### config.mk
export PLATFORM = sky130hd
export DESIGN_NAME = dac_word_tx
export DESIGN_NICKNAME = d
export VERILOG_FILES = /design/src/rtl/dac_tx_pkg.sv /design/src/rtl/dac_tx_timer.sv /design/src/rtl/dac_tx_shreg.sv /design/src/rtl/dac_tx_ctrl.sv /design/src/rtl/dac_word_tx.sv
export SDC_FILE = /design/constraint.sdc
export NUM_CORES = 1
export LEC_CHECK = 0
export ABC_AREA = 1
export ABC_CLOCK_PERIOD_IN_PS = 1700
export CAP_MARGIN = 10
export CORE_UTILIZATION = 48
export CTS_CLUSTER_DIAMETER = 120
export DETAILED_ROUTE_END_ITERATION = 16
export PLACE_DENSITY = 0.75
export SETUP_SLACK_MARGIN = 0.02
export SYNTH_ARGS = -nofsm -noshare
export SYNTH_HDL_FRONTEND = slang
export SYNTH_SLANG_ARGS = --single-unit
### constraint.sdc
create_clock -name clk_i -period 1.7 [get_ports clk_i]
set_clock_uncertainty 0.15 [all_clocks]
set_input_delay 0.34 -clock clk_i [delete_from_list [all_inputs] [get_ports clk_i]]
set_output_delay 0.34 -clock clk_i [all_outputs]
set_load 0.01 [all_outputs]
### src/rtl/dac_tx_pkg.sv
package dac_tx_pkg;

  typedef enum logic [2:0] {
    ST_IDLE,
    ST_LOW,
    ST_HIGH,
    ST_GAP,
    ST_LATCH
  } tx_state_e;

  function automatic int unsigned cyc_max(input int unsigned a, input int unsigned b);
    return (a > b) ? a : b;
  endfunction

  // period minus high phase, floored at one cycle
  function automatic int unsigned cyc_rem(input int unsigned per, input int unsigned hi);
    return (per > hi) ? per - hi : 1;
  endfunction

endpackage

### src/rtl/dac_tx_timer.sv
module dac_tx_timer #(
  parameter int unsigned CNT_W = 4
) (
  input  logic             clk_i,
  input  logic             rst_ni,
  input  logic             load_i,
  input  logic [CNT_W-1:0] load_val_i,
  output logic             expired_o
);
  logic [CNT_W-1:0] cnt_q;

  always_ff @(posedge clk_i or negedge rst_ni) begin
    if (!rst_ni)             cnt_q <= '0;
    else if (load_i)         cnt_q <= load_val_i;
    else if (cnt_q != '0)    cnt_q <= cnt_q - 1'b1;
  end

  assign expired_o = (cnt_q == '0);
endmodule

### src/rtl/dac_tx_shreg.sv
module dac_tx_shreg #(
  parameter int unsigned WORD_W = 16
) (
  input  logic              clk_i,
  input  logic              rst_ni,
  input  logic              load_i,
  input  logic              shift_i,
  input  logic [WORD_W-1:0] word_i,
  output logic              msb_o
);
  logic [WORD_W-1:0] sr_q;

  always_ff @(posedge clk_i or negedge rst_ni) begin
    if (!rst_ni)       sr_q <= '0;
    else if (load_i)   sr_q <= word_i;
    else if (shift_i)  sr_q <= {sr_q[WORD_W-2:0], 1'b0};
  end

  assign msb_o = sr_q[WORD_W-1];
endmodule

### src/rtl/dac_tx_ctrl.sv
module dac_tx_ctrl
  import dac_tx_pkg::*;
#(
  parameter int unsigned WORD_W  = 16,
  parameter int unsigned HI_CYC  = 8,
  parameter int unsigned LO_CYC  = 12,
  parameter int unsigned GAP_CYC = 4,
  parameter int unsigned LE_CYC  = 10,
  parameter int unsigned CNT_W   = 4
) (
  input  logic             clk_i,
  input  logic             rst_ni,
  input  logic             in_valid_i,
  input  logic             expired_i,
  output logic             in_ready_o,
  output logic             load_word_o,
  output logic             shift_o,
  output logic             tmr_load_o,
  output logic [CNT_W-1:0] tmr_val_o,
  output logic             bclk_o,
  output logic             latch_no
);
  localparam int unsigned BIT_W = $clog2(WORD_W);
  localparam logic [BIT_W-1:0] LAST_BIT = BIT_W'(WORD_W - 1);

  tx_state_e        state_q, state_d;
  logic [BIT_W-1:0] bit_q;
  logic             bclk_q, le_q;
  logic             last_bit;

  assign last_bit   = (bit_q == LAST_BIT);
  assign in_ready_o = (state_q == ST_IDLE);

  always_comb begin
    state_d     = state_q;
    load_word_o = 1'b0;
    shift_o     = 1'b0;
    tmr_load_o  = 1'b0;
    tmr_val_o   = '0;
    unique case (state_q)
      ST_IDLE: if (in_valid_i) begin
        load_word_o = 1'b1;
        tmr_load_o  = 1'b1;
        tmr_val_o   = CNT_W'(LO_CYC - 1);
        state_d     = ST_LOW;
      end
      ST_LOW: if (expired_i) begin
        tmr_load_o = 1'b1;
        tmr_val_o  = CNT_W'(HI_CYC - 1);
        state_d    = ST_HIGH;
      end
      ST_HIGH: if (expired_i) begin
        tmr_load_o = 1'b1;
        if (last_bit) begin
          tmr_val_o = CNT_W'(GAP_CYC - 1);
          state_d   = ST_GAP;
        end else begin
          shift_o   = 1'b1;
          tmr_val_o = CNT_W'(LO_CYC - 1);
          state_d   = ST_LOW;
        end
      end
      ST_GAP: if (expired_i) begin
        tmr_load_o = 1'b1;
        tmr_val_o  = CNT_W'(LE_CYC - 1);
        state_d    = ST_LATCH;
      end
      ST_LATCH: if (expired_i) state_d = ST_IDLE;
      default: state_d = ST_IDLE;
    endcase
  end

  always_ff @(posedge clk_i or negedge rst_ni) begin
    if (!rst_ni) begin
      state_q <= ST_IDLE;
      bit_q   <= '0;
      bclk_q  <= 1'b0;
      le_q    <= 1'b1;
    end else begin
      state_q <= state_d;
      if (load_word_o)  bit_q <= '0;
      else if (shift_o) bit_q <= bit_q + 1'b1;
      // registered pins decoded from next state: glitch free
      bclk_q <= (state_d == ST_HIGH);
      le_q   <= (state_d != ST_LATCH);
    end
  end

  assign bclk_o   = bclk_q;
  assign latch_no = le_q;
endmodule

### src/rtl/dac_word_tx.sv
module dac_word_tx
  import dac_tx_pkg::*;
#(
  parameter int unsigned WORD_W          = 16,
  parameter int unsigned BCLK_HI_MIN     = 8,
  parameter int unsigned BCLK_LO_MIN     = 8,
  parameter int unsigned BCLK_PERIOD_MIN = 20,
  parameter int unsigned SETUP_MIN       = 4,
  parameter int unsigned LATCH_GAP_MIN   = 4,
  parameter int unsigned LATCH_LOW_MIN   = 10
) (
  input  logic              clk_i,
  input  logic              rst_ni,
  input  logic              in_valid_i,
  output logic              in_ready_o,
  input  logic [WORD_W-1:0] in_sample_i,
  output logic              bclk_o,
  output logic              sdata_o,
  output logic              latch_no
);
  // setup minimum doubles as hold minimum across the high phase
  localparam int unsigned HI_CYC  = cyc_max(cyc_max(BCLK_HI_MIN, SETUP_MIN), 1);
  localparam int unsigned LO_CYC  = cyc_max(cyc_max(BCLK_LO_MIN, SETUP_MIN),
                                            cyc_rem(BCLK_PERIOD_MIN, HI_CYC));
  localparam int unsigned GAP_CYC = cyc_max(LATCH_GAP_MIN, 1);
  localparam int unsigned LE_CYC  = cyc_max(LATCH_LOW_MIN, 1);
  localparam int unsigned MAX_CYC = cyc_max(cyc_max(HI_CYC, LO_CYC), cyc_max(GAP_CYC, LE_CYC));
  localparam int unsigned CNT_W   = $clog2(MAX_CYC + 1);

  logic             expired, load_word, shift, tmr_load;
  logic [CNT_W-1:0] tmr_val;

  dac_tx_ctrl #(
    .WORD_W (WORD_W),
    .HI_CYC (HI_CYC),
    .LO_CYC (LO_CYC),
    .GAP_CYC(GAP_CYC),
    .LE_CYC (LE_CYC),
    .CNT_W  (CNT_W)
  ) u_ctrl (
    .clk_i      (clk_i),
    .rst_ni     (rst_ni),
    .in_valid_i (in_valid_i),
    .expired_i  (expired),
    .in_ready_o (in_ready_o),
    .load_word_o(load_word),
    .shift_o    (shift),
    .tmr_load_o (tmr_load),
    .tmr_val_o  (tmr_val),
    .bclk_o     (bclk_o),
    .latch_no   (latch_no)
  );

  dac_tx_timer #(.CNT_W(CNT_W)) u_timer (
    .clk_i     (clk_i),
    .rst_ni    (rst_ni),
    .load_i    (tmr_load),
    .load_val_i(tmr_val),
    .expired_o (expired)
  );

  dac_tx_shreg #(.WORD_W(WORD_W)) u_shreg (
    .clk_i  (clk_i),
    .rst_ni (rst_ni),
    .load_i (load_word),
    .shift_i(shift),
    .word_i (in_sample_i),
    .msb_o  (sdata_o)
  );
endmodule

==> results.txt, run 1 <==
- Routed WL per cell: 12.5 µm
- Synthesis produced a netlist whose cell count is 178.
- Fraction of final layout cells sized beyond drive strength 1: 0.194
* Type of origin of the critical path: flop
- In this design, the largest share of critical-path delay is due to flip-flops.
- Largest net degree at the start of global routing: 19
- Largest buffer count on any clock path: 2
* Number of vias per cell: 5.27
- GR Util met2: 0.386
- Root buf cell: sky130_fd_sc_hd__clkbuf_4
- Required time of the worst setup path: 1210 ps
- Fraction of power spent switching nets: 0.212
- Largest stage delay, worst path: 530 ps
- Among all stages on the critical path, the largest delay is contributed by sky130_fd_sc_hd__dfstp_2.
* Drt drc: 0
- Summed over all cells, the static leakage comes to 0.965 nW.
- The count of final hold-check violations came to 0.
* List of cells traversed by the critical path: dlygate4sd2_1
- Power share of the sequential group: 0.588
- Floorplan core area: 3030 µm²
* # setup viols final: 0
- Detailed routing inserted a total of 1371 vias.
- For met3 alone, demand over resource in global routing was 0.0737.
- TritonCTS clock tree: done
- After global routing, the most crowded layer is met2.
- IR analysis of the VDD net gives a maximum drop of approximately 0.45 mV.
- Transition time of the tightest slew-check pin: 294 ps
* Count of buffers from port buffering: 22
- Crit-path max FO: 1
- Num CTS Buffers: 5
* Worst-skew pair later-pin latency: 330 ps
- Clock tree synthesis found a total of 29 sinks.
* Outcome: finished, final reports clean
* Wire length of the first global-routing pass: between 5000 and 6000 µm
- Mean post-synth cell area: 8.51 µm²
- Synth warnings: 0
* Total half-perimeter wirelength after legalization and detailed placement: ~2300 µm
- Across the run, the number of max-cap violations was 0.
* Post-route ant nets: 0
- Setup repair after global routing could not meet its margin everywhere.
- Critical path class: flop to primary output
* Diodes inserted: 0
- In the final timing run, aggregate negative setup slack is 0 ps.
- When the netlist entered floorplanning its net count stood at 199.
- Derived from the worst setup path, the maximum achievable clock frequency is between 600 and 700 MHz.
* Met1 demand-to-capacity share in global routing: 0.251
* Int Power: 0.000923 W
- CTS built an H-tree with a depth of 2.
* Std cell rows: 20
- DIE HEIGHT: 58.2 µm
* Tightest slew margin relative to the limit: 0.804
- The die covers roughly 3400 µm².
- For this design the ratio of total power to cell area is 599 nW/µm².
- Synth-to-Final Area Change: 29.1%
- For this design the total switching power over the nets is 0.000249 W.
- Placer Congestion: 0.794
- The number of antenna violations at the first check in global routing was 0.
- Combined buffer and inverter count along the critical path: 1
- Overall die width: 58.2 µm
- Summed over all layers, the routed wires come to ~3200 µm.
- The tightest min-delay check is of the input pin to asynchronous set/reset pin type.
* Vias in the first global route: 1313
- After clock tree synthesis, the clock-pin slew on the worst setup and hold paths is 90 ps.
* Final period demand of the worst path: between 1500 and 2000 ps
- Worst path arrival time: 1110 ps
* Total routing usage reported by global routing: 0.224
- The number of different library cells used by synthesis comes to 22.
- CP endpoint kind: primary output
* First drt pass iteration count: 4
- Proportion of synthesized chip area in sequential cells: 0.480
* FF+latch count, synth: 29
- Of the total power, the clock network draws 0.362.
- The share of total power dissipated in combinational logic is 0.050.
* Layout Cell Area excl Fill: 1960 µm²
- Cell area after placement: 1830 µm²
- Of all cell types, the one taking the most synthesized area is sky130_fd_sc_hd__dfrtp_1.
* Io pins: 23
- The first routing iteration left between 40 and 50 violations.
- After synthesis the cells add up to 1520 µm².
* Count of pins over their slew limit: 0
- Post-route clock period utilization: 0.941
- In the final design database the tool counted roughly 240 nets.
- Share of Yosys cell area claimed by the top area cell type: 0.462
- By area the synthesized netlist is led by sky130_fd_sc_hd__dfrtp_1 (46%), sky130_fd_sc_hd__nand3_1 (20%), sky130_fd_sc_hd__nand2_1 (8.4%), sky130_fd_sc_hd__nor2_1 (2.7%), sky130_fd_sc_hd__nor2_8 (2.6%).
- Number of filler cells placed in the layout: 259
- Effective utilization at floorplan: 0.500
* Remaining global-route overflow: 0
[routing by layer]
metal | part of all wire | vias to the layer above
met5 | 0 | -
met4 | 0.030 | 0
met3 | 0.047 | 10
met2 | 0.52 | 41
met1 | 0.41 | 651
li1 | - | 669
[power by group through the flow]
stage	Sequential (W)	Combinational [W]	Clock [W]
after floorplan	0.000703	0.00000000187	0
after global placement	0.000703	0.0000585	0
after detailed placement	0.000703	0.0000593	0
after CTS	0.000689	0.0000597	0.000434
after global routing	0.000689	0.0000641	0.000468
final	0.000689	0.0000582	0.000424
[worst paths after layout]
| path | slack (ps) | endpoint | from | cells after the start |
|---|---|---|---|---|
| setup / recovery | 100 | latch_no | u_ctrl.latch_no | 1 |
| hold / removal | 190 | u_shreg.sr_q[4] | rst_ni | 2 |
| setup reg to reg | 110 | u_shreg.sr_q[9] | u_timer.cnt_q[1] | 9 |
| hold reg to reg | 360 | u_shreg.sr_q[14] | u_shreg.sr_q[13] | 2 |
| max in group asynchronous | 920 | u_ctrl.latch_no | rst_ni | 2 |
| min in group clk_i | 360 | u_shreg.sr_q[14] | u_shreg.sr_q[13] | 2 |
[synth_stat cells, drive strengths merged]
| cell type | number |
|---|---|
| nor2 | 15 |
| dfstp | 1 |
| xor2 | 3 |
| nand4 | 1 |
| dfrtp | 28 |
| nand2 | 37 |
| nand3 | 62 |
| o21ai | 3 |
| inv | 13 |
| ha | 2 |
| a21oi | 4 |
| nand3b | 1 |
| buf | 8 |
[repair_timing]
item / CTS / global route
gates cloned: 0 / 0
resized for setup: 4 / 9
pin swaps: 1 / 1
hold buffers: 0 / 0
setup endpoints to repair: 5 / 24
hold endpoints to repair: 0 / 0
buffers inserted: 3 / 1
[registers in the layout (all words and copies together) (netlist names)]
name,count
u_shreg.sr_q,16
u_ctrl.bit_q,4
u_timer.cnt_q,4
u_ctrl.state_q,3
u_ctrl.bclk_o,1
u_ctrl.latch_no,1
[logic make-up (layout without fill, tap and decap cells)]
| family | count (synthesis) | in the layout | share of synthesized area |
|---|---|---|---|
| XOR/XNOR | 3 | 3 | 0.0173 |
| AO/OA/AOI/OAI | 7 | 7 | 0.0231 |
| flip-flops | 29 | 29 | 0.480 |
| adder cells (fa/ha/maj) | 2 | 2 | 0.0165 |
| AND/OR/NAND/NOR | 116 | 116 | 0.391 |
| buffers and inverters | 21 | 59 | 0.0727 |
[area by class of cell]
cell class	count	area, µm²	area share
repair buffers	39	368	0.188
clock buffers	7	55.1	0.0281
well taps	44	55.1	0.0281
inverters	13	48.8	0.0249
flip-flops and latches	29	727	0.371
multi-input cells	128	703	0.359
[metrics by stage]
| stage | power [W] | std cells | util | setup slack, ps | hold WS (ps) |
|---|---|---|---|---|---|
| CTS | 0.00118 | 259 | 0.636 | 0.275 | 192 |
| floorplan | 0.000703 | 178 | - | 114 | -106 |
| finish | 0.00117 | 260 | 0.646 | 101 | 190 |
| global placement | 0.000761 | 249 | 0.603 | 48.3 | 342 |
| global route | 0.00122 | 260 | 0.646 | 2.28 | 211 |
| detailed placement | 0.000762 | 249 | 0.603 | 30.4 | 348 |
[cells in the final DEF, fill, tap and decap left out, drive strengths merged]
cell type | netlist | final
nand3 | 62 | 62
nand2 | 37 | 37
dfrtp | 28 | 28
clkdlybuf4s50 | 0 | 18
buf | 8 | 17
nor2 | 15 | 15
inv | 13 | 13
clkbuf | 0 | 8
a21oi | 4 | 4
o21ai | 3 | 3
xor2 | 3 | 3
dlygate4sd2 | 0 | 3
ha | 2 | 2
nand4 | 1 | 1
nand3b | 1 | 1
dfstp | 1 | 1
No activity file was read; power rests on OpenSTA's default activity.
==> run 2: changes to the inputs <==
Settings changed: ABC_CLOCK_PERIOD_IN_PS 1700 to 1800, CORE_UTILIZATION 48 to 53, PLACE_DENSITY 0.75 to 0.79.
Clock period 1.7 ns to 1.8 ns, I/O delays scaled along.
==> results.txt, run 2 (synthesis gave the netlist of run 1 again) <==
- Slack of the worst reg-to-reg path: 130 ps
* Placement-stage worst setup slack: 34.0 ps
- The count of final hold-check violations is 0.
- Total routing usage reported by global routing: 0.215
- Critical Path Stages: 1
* Count of pins over their slew limit: 0
- GR Util met2: 0.365
- The final layout contains routed wiring with a total length of 3120 µm.
* Post-route ant nets: 0
- Summing all multi-input logic gate instances after layout gives 694 µm².
- Leakage component of the power: 0.948 nW
- The first routing iteration left 36 violations.
- Global routing finished with a remaining overflow of 0.
- Final net count: roughly 230
* Post-Place Cells: 230
* List of cells traversed by the critical path: clkdlybuf4s50_1
- The worst register-to-register path has a depth of 8.
- Transition time of the tightest slew-check pin: 278 ps
* Clk pin slew, worst setup/hold paths: about 100 ps
- Flip-flop count of the largest register after layout: 16
- Total via count in the routed design: 1384
- Number of filler cells placed in the layout: 221
* TritonCTS clock tree: done
* Top library cells by usage in the layout, fill and taps aside: sky130_fd_sc_hd__nand3_1 (60), sky130_fd_sc_hd__nand2_1 (34), sky130_fd_sc_hd__dfrtp_1 (28)
* Number of max-cap violations: 0
- For met3 alone, demand over resource in global routing was 0.0492.
* Maximum clock frequency: 576 MHz
- Entering global routing, the biggest net connects 36 pins.
- Leaving out fill and tap cells, the most frequent cell in the layout is sky130_fd_sc_hd__nand3_1.
- No sink is reached through more buffers than the 2 on the longest clock path.
- In the final timing run, aggregate negative setup slack is 0 ps.
* # setup viols final: 0
- Using the TritonRoute via totals, the vias-per-cell ratio works out to around 5.6.
* Wire length of the first global-routing pass: 5130 µm
- At the end of routability-driven placement, the weighted congestion stood at 0.891.
* Source of the worst register-to-register timing path: u_timer.cnt_q[1]
* Final instance count without filler cells: 245
* Slowest stage cell on the critical path: sky130_fd_sc_hd__clkdlybuf4s50_1
* Layout Cell Area excl Fill: 1910 µm²
- IR analysis of the VDD net gives a maximum drop of 0.458 mV.
- Measured on the finished design, the core utilization comes to 0.698.
* Regs by FF count: u_shreg.sr_q x16, u_ctrl.bit_q x4, u_timer.cnt_q x4
- DIE HEIGHT: between 50 and 60 µm
- Once routing completed, OpenROAD measured the worst setup slack at between 60 and 70 ps.
- In this run the cell area measured after placement is 1790 µm².
- Number of antenna violations at the first check in global routing: 0
* Worst-skew pair later-pin latency: roughly 340 ps
- Dividing the final minimum period by the clock period gives 0.965.
* Critical path class: flop to primary output
- Outcome: finished, final reports clean
- Register area: a little over 700 µm²
- In this run the tightest slew margin relative to its limit is 0.814.
- First drt pass iteration count: 6
- Busiest layer in global routing: met2
* Drt drc: 0
- Number of sinks driven by the clock tree: 29
- Num CTS Buffers: 5
* Launch point of the critical path: u_shreg.sr_q[15]
* Routed WL per cell: 12.7 µm
* Worst reg2reg path endpoint: u_shreg.sr_q[9]
- Of the cells placed in the final design, the portion with a size suffix greater than 1 is 0.173.
* Die Area: 3080 µm²
- The via count of the first global-routing pass came to 1219.
- Io pins: 23
- STA classifies the critical path startpoint as a flop.
- At the worst endpoint, the required time is ~1300 ps.
* Hold/Removal Path Class: input pin to asynchronous set/reset pin
- For the finished layout, the period the worst path requires is 1740 ps.
* Combined buffer and inverter count along the critical path: 1
* Synth-to-Final Area Change: 26.0%
* Maximum level of the CTS H-tree: 2
- Number of buffers inserted by hold repair at cts: 0
- Count of buffers from port buffering: 22
- Overall die width: 55.5 µm
* Root buf cell: sky130_fd_sc_hd__clkbuf_4
- Unrepaired setup endpoints after global routing: no
- Diodes inserted: 0
- u_shreg.sr_q holds more flip-flops than any other register.
- Critical path's top delay family: buffers and inverters
- Met1 demand-to-capacity share in global routing: 0.251
- Largest stage delay, worst path: ~540 ps
- After floorplanning, the core was sized to cover 2730 µm².
- Std cell rows: 19
- Effective utilization at floorplan: 0.554
- STA classifies the critical path endpoint as a primary output.
- Total half-perimeter wirelength after legalization and detailed placement: 2230 µm
- In this run the worst path has a maximum fanout of 2.
* Worst path arrival time: 1230 ps
* Capturing element of the worst setup path: sdata_o
- Power spread over the standard cell area amounts to 570 nW/µm².
-- run 2: how the worst min path moves through the flow --
stage	start	end	slack, ps	cells after the start
global route	rst_ni	u_ctrl.state_q[2]	240	2
finish	rst_ni	u_ctrl.state_q[2]	220	2
floorplan	rst_ni	u_ctrl.bclk_o	-90	0
detailed placement	u_shreg.sr_q[12]	u_shreg.sr_q[13]	350	2
CTS	rst_ni	u_shreg.sr_q[15]	230	2
global placement	u_shreg.sr_q[0]	u_shreg.sr_q[0]	340	2
-- run 2: power breakdown --
| group | switching [W] | internal [W] | leakage, nW |
|---|---|---|---|
| clock network | 0.000232 | 0.000148 | 0.0320 |
| logic | 0.0000184 | 0.0000382 | 0.539 |
| registers | 0 | 0.000651 | 0.377 |
-- run 2: layout make-up --
class,count,area share
tap,31,0.0203
multi-input combinational,129,0.364
clock buffer,6,0.0216
timing repair buffer,35,0.183
sequential,29,0.381
inverter,13,0.0256
clock inverter,2,0.00524
-- run 2: timing repair --
item / in CTS / in global routing
resized for setup: 2 / 4
buffers inserted: 2 / 4
endpoints found under the setup margin: 2 / 18
pin swaps: 0 / 1
gates cloned: 0 / 1
-- run 2: per-stage QoR --
| stage | hold WS (ps) | total power, W |
|---|---|---|
| 4_1_cts | 226 | 0.00110 |
| 5_1_grt | 238 | 0.00113 |
| 3_3_place_gp | 340 | 0.000721 |
| 2_1_floorplan | -85.6 | 0.000664 |
| 6_report | 221 | 0.00109 |
| 3_5_place_dp | 347 | 0.000722 |
-- run 2: layer usage --
layer  vias to the layer above  share of wire
met1                       660           0.41
met5                         -              0
met2                        47           0.51
met3                        10          0.056
met4                         0          0.026
li1                        667              -
==> run 3: changes to the inputs <==
==> constraint.sdc (replaced) <==
create_clock -name clk_i -period 1.8 [get_ports clk_i]
set_clock_uncertainty 0.15 [all_clocks]
set_input_delay 0.27 -clock clk_i [delete_from_list [all_inputs] [get_ports clk_i]]
set_output_delay 0.27 -clock clk_i [all_outputs]
set_load 0.01 [all_outputs]
==> results.txt, run 3 (synthesis gave the netlist of run 1 again) <==
- Setup_tns: 0 ps
* Unrepaired setup endpoints after global routing: no
- The die is approximately 55 µm tall.
* Final net count: 231
- Count of buffers from port buffering: 22
- Flip-flop count of the largest register after layout: 16
- After layout, the design draws a total of 0.00108 W.
- Routed WL per cell: 13.1 µm
- Setup violations remaining at the end of the flow were counted as 0.
- Entering global routing, the biggest net connects 30 pins.
- The clock tree synthesis step divided the H-tree into 2 levels.
- For this run, the total global-route usage over all layers was measured as 0.217.
- For the worst-skew pair, the clock arrives at the later sink with an insertion delay of 340 ps.
* Number of vias per cell: ~5.6
- Diodes inserted: 0
- The floorplan has 19 rows.
- Slowest stage cell on the critical path: sky130_fd_sc_hd__dfrtp_1
- The final layout contains routed wiring with a total length of 3180 µm.
- Leakage component of the power: 0.913 nW
- Placement-stage worst setup slack: 21.3 ps
* Top library cells by usage in the layout, fill and taps aside: sky130_fd_sc_hd__nand3_1 (60), sky130_fd_sc_hd__nand2_1 (34), sky130_fd_sc_hd__dfrtp_1 (28)
- Fraction of final layout cells sized beyond drive strength 1: 0.161
- At the pin with the least slew margin, the transition time is 364 ps.
* Register area: 727 µm²
- Post-route clock period utilization: 0.919
- Number of filler cells placed in the layout: approximately 210
* Power per unit of standard cell area: 575 nW/µm²
- Number of buffers inserted by hold repair at cts: 0
- First DRT Iteration DRCs: 63
* Remaining global-route overflow: 0
* Count of pins over their slew limit: 0
- Worst hold slack: 163 ps
* Maximum clock frequency: 605 MHz
- From left edge to right edge, the die measures 55.5 µm.
* Number of antenna violations at the first check in global routing: 0
* Root buf cell: sky130_fd_sc_hd__clkbuf_4
- Type of origin of the critical path: flop
* Number of max-cap violations: 0
* Layout Cell Area excl Fill: 1880 µm²
- Worst path arrival time: 1230 ps
* Most common cell after layout, fill and taps aside: sky130_fd_sc_hd__nand3_1
* CP endpoint kind: primary output
- Io pins: 23
- Wire length of the first global-routing pass: 5180 µm
- After layout, the worst setup slack is approximately 150 ps.
- Vias in the first global route: 1237
* Regs by FF count: u_shreg.sr_q x16, u_ctrl.bit_q x4, u_timer.cnt_q x4
- For this run, the slowest stage of the critical path takes ~420 ps.
- Cell area after placement: 1750 µm²
- Broken down by cell family, the worst path's largest delay share belongs to flip-flops.
- Clock-pin slew was measured on the worst setup and hold paths at roughly 100 ps.
* TritonCTS clock tree: done
- Placer Congestion: about 0.8
* Post-route ant nets: 0
- Detailed placement ended at an HPWL of 2080 µm.
- The tightest min-delay check is of the input pin to asynchronous set/reset pin type.
- Headroom to the max-slew limit came out at 0.757.
- Highest ir drop seen on vdd: around 0.54 mV
* Critical path class: flop to primary output
- Final period demand of the worst path: about 1700 ps
- Counting the buffers created by CTS gives 5.
- Number of sinks driven by the clock tree: 29
- STA puts the critical path data required time at 1380 ps.
* Die Area: 3080 µm²
- Drt drc: 0
- Outcome: finished, final reports clean
- The first TritonRoute pass finished after 4 iterations.
* Synth-to-Final Area Change: 23.9%
- Register containing the most flip-flops in the final layout: u_shreg.sr_q
- Of all nets on the critical path, the largest fanout is 2.
- List of cells traversed by the critical path: nor2_4 -> nand2_1 -> inv_1 -> dlygate4sd2_1
- The critical path contains buffers and inverters numbering 2 combined.
- Counting along the longest clock path gives a buffer depth of 2.
- Total via count in the routed design: 1354
* Effective utilization at floorplan: 0.554
* Multi-input gate area: about 730 µm²
* Hold violation total from the final report: 0
- The core region is 2730 µm².
[run 3: cell type report]
class / instances / share of cell area
tap: 31 / 0.0207
timing repair buffer: 30 / 0.150
inverter: 13 / 0.0260
sequential: 29 / 0.387
clock inverter: 2 / 0.00533
multi-input combinational: 131 / 0.389
clock buffer: 6 / 0.0220
[run 3: path summary, 6_finish.rpt]
path,start,to,slack (ps),cells after the start
min in group clk_i,in_sample_i[0],u_shreg.sr_q[0],330,3
min,rst_ni,u_shreg.sr_q[7],160,2
max reg2reg,u_timer.cnt_q[1],u_shreg.sr_q[5],170,8
max in group asynchronous,rst_ni,u_ctrl.latch_no,1030,2
min reg2reg,u_shreg.sr_q[2],u_shreg.sr_q[3],350,2
max,u_ctrl.state_q[0],in_ready_o,150,4
[run 3: repair_timing]
| item | 4_1_cts | 5_1_grt |
|---|---|---|
| resized for setup | 2 | 6 |
| cloned | 1 | 2 |
| hold endpoints to repair | 0 | 0 |
| pin swaps | 2 | 3 |
| endpoints found under the setup margin | 3 | 19 |
| buffers inserted | 3 | 0 |
[run 3: report_power, final]
part,total (W),internal (W),leakage (nW),switching [W]
clock network,0.000375,0.000148,0.0320,0.000226
logic,0.0000527,0.0000351,0.504,0.0000177
registers,0.000651,0.000651,0.377,0
[run 3: through the flow]
| stage | util | instances |
|---|---|---|
| after floorplan | - | 178 |
| after global placement | 0.640 | 228 |
| after detailed placement | 0.640 | 228 |
| final | 0.686 | 242 |
| after CTS | 0.670 | 240 |
| after global routing | 0.686 | 242 |
[run 3: metal layers]
layer  up-vias  wire length (µm)  GRT usage  share of wire
met5         -                 0          0              0
met4         0                53      0.104          0.017
met3         7               178     0.0749          0.056
met2        40              1540      0.346           0.48
met1       649              1410      0.262           0.44
li1        658                 -          -              -
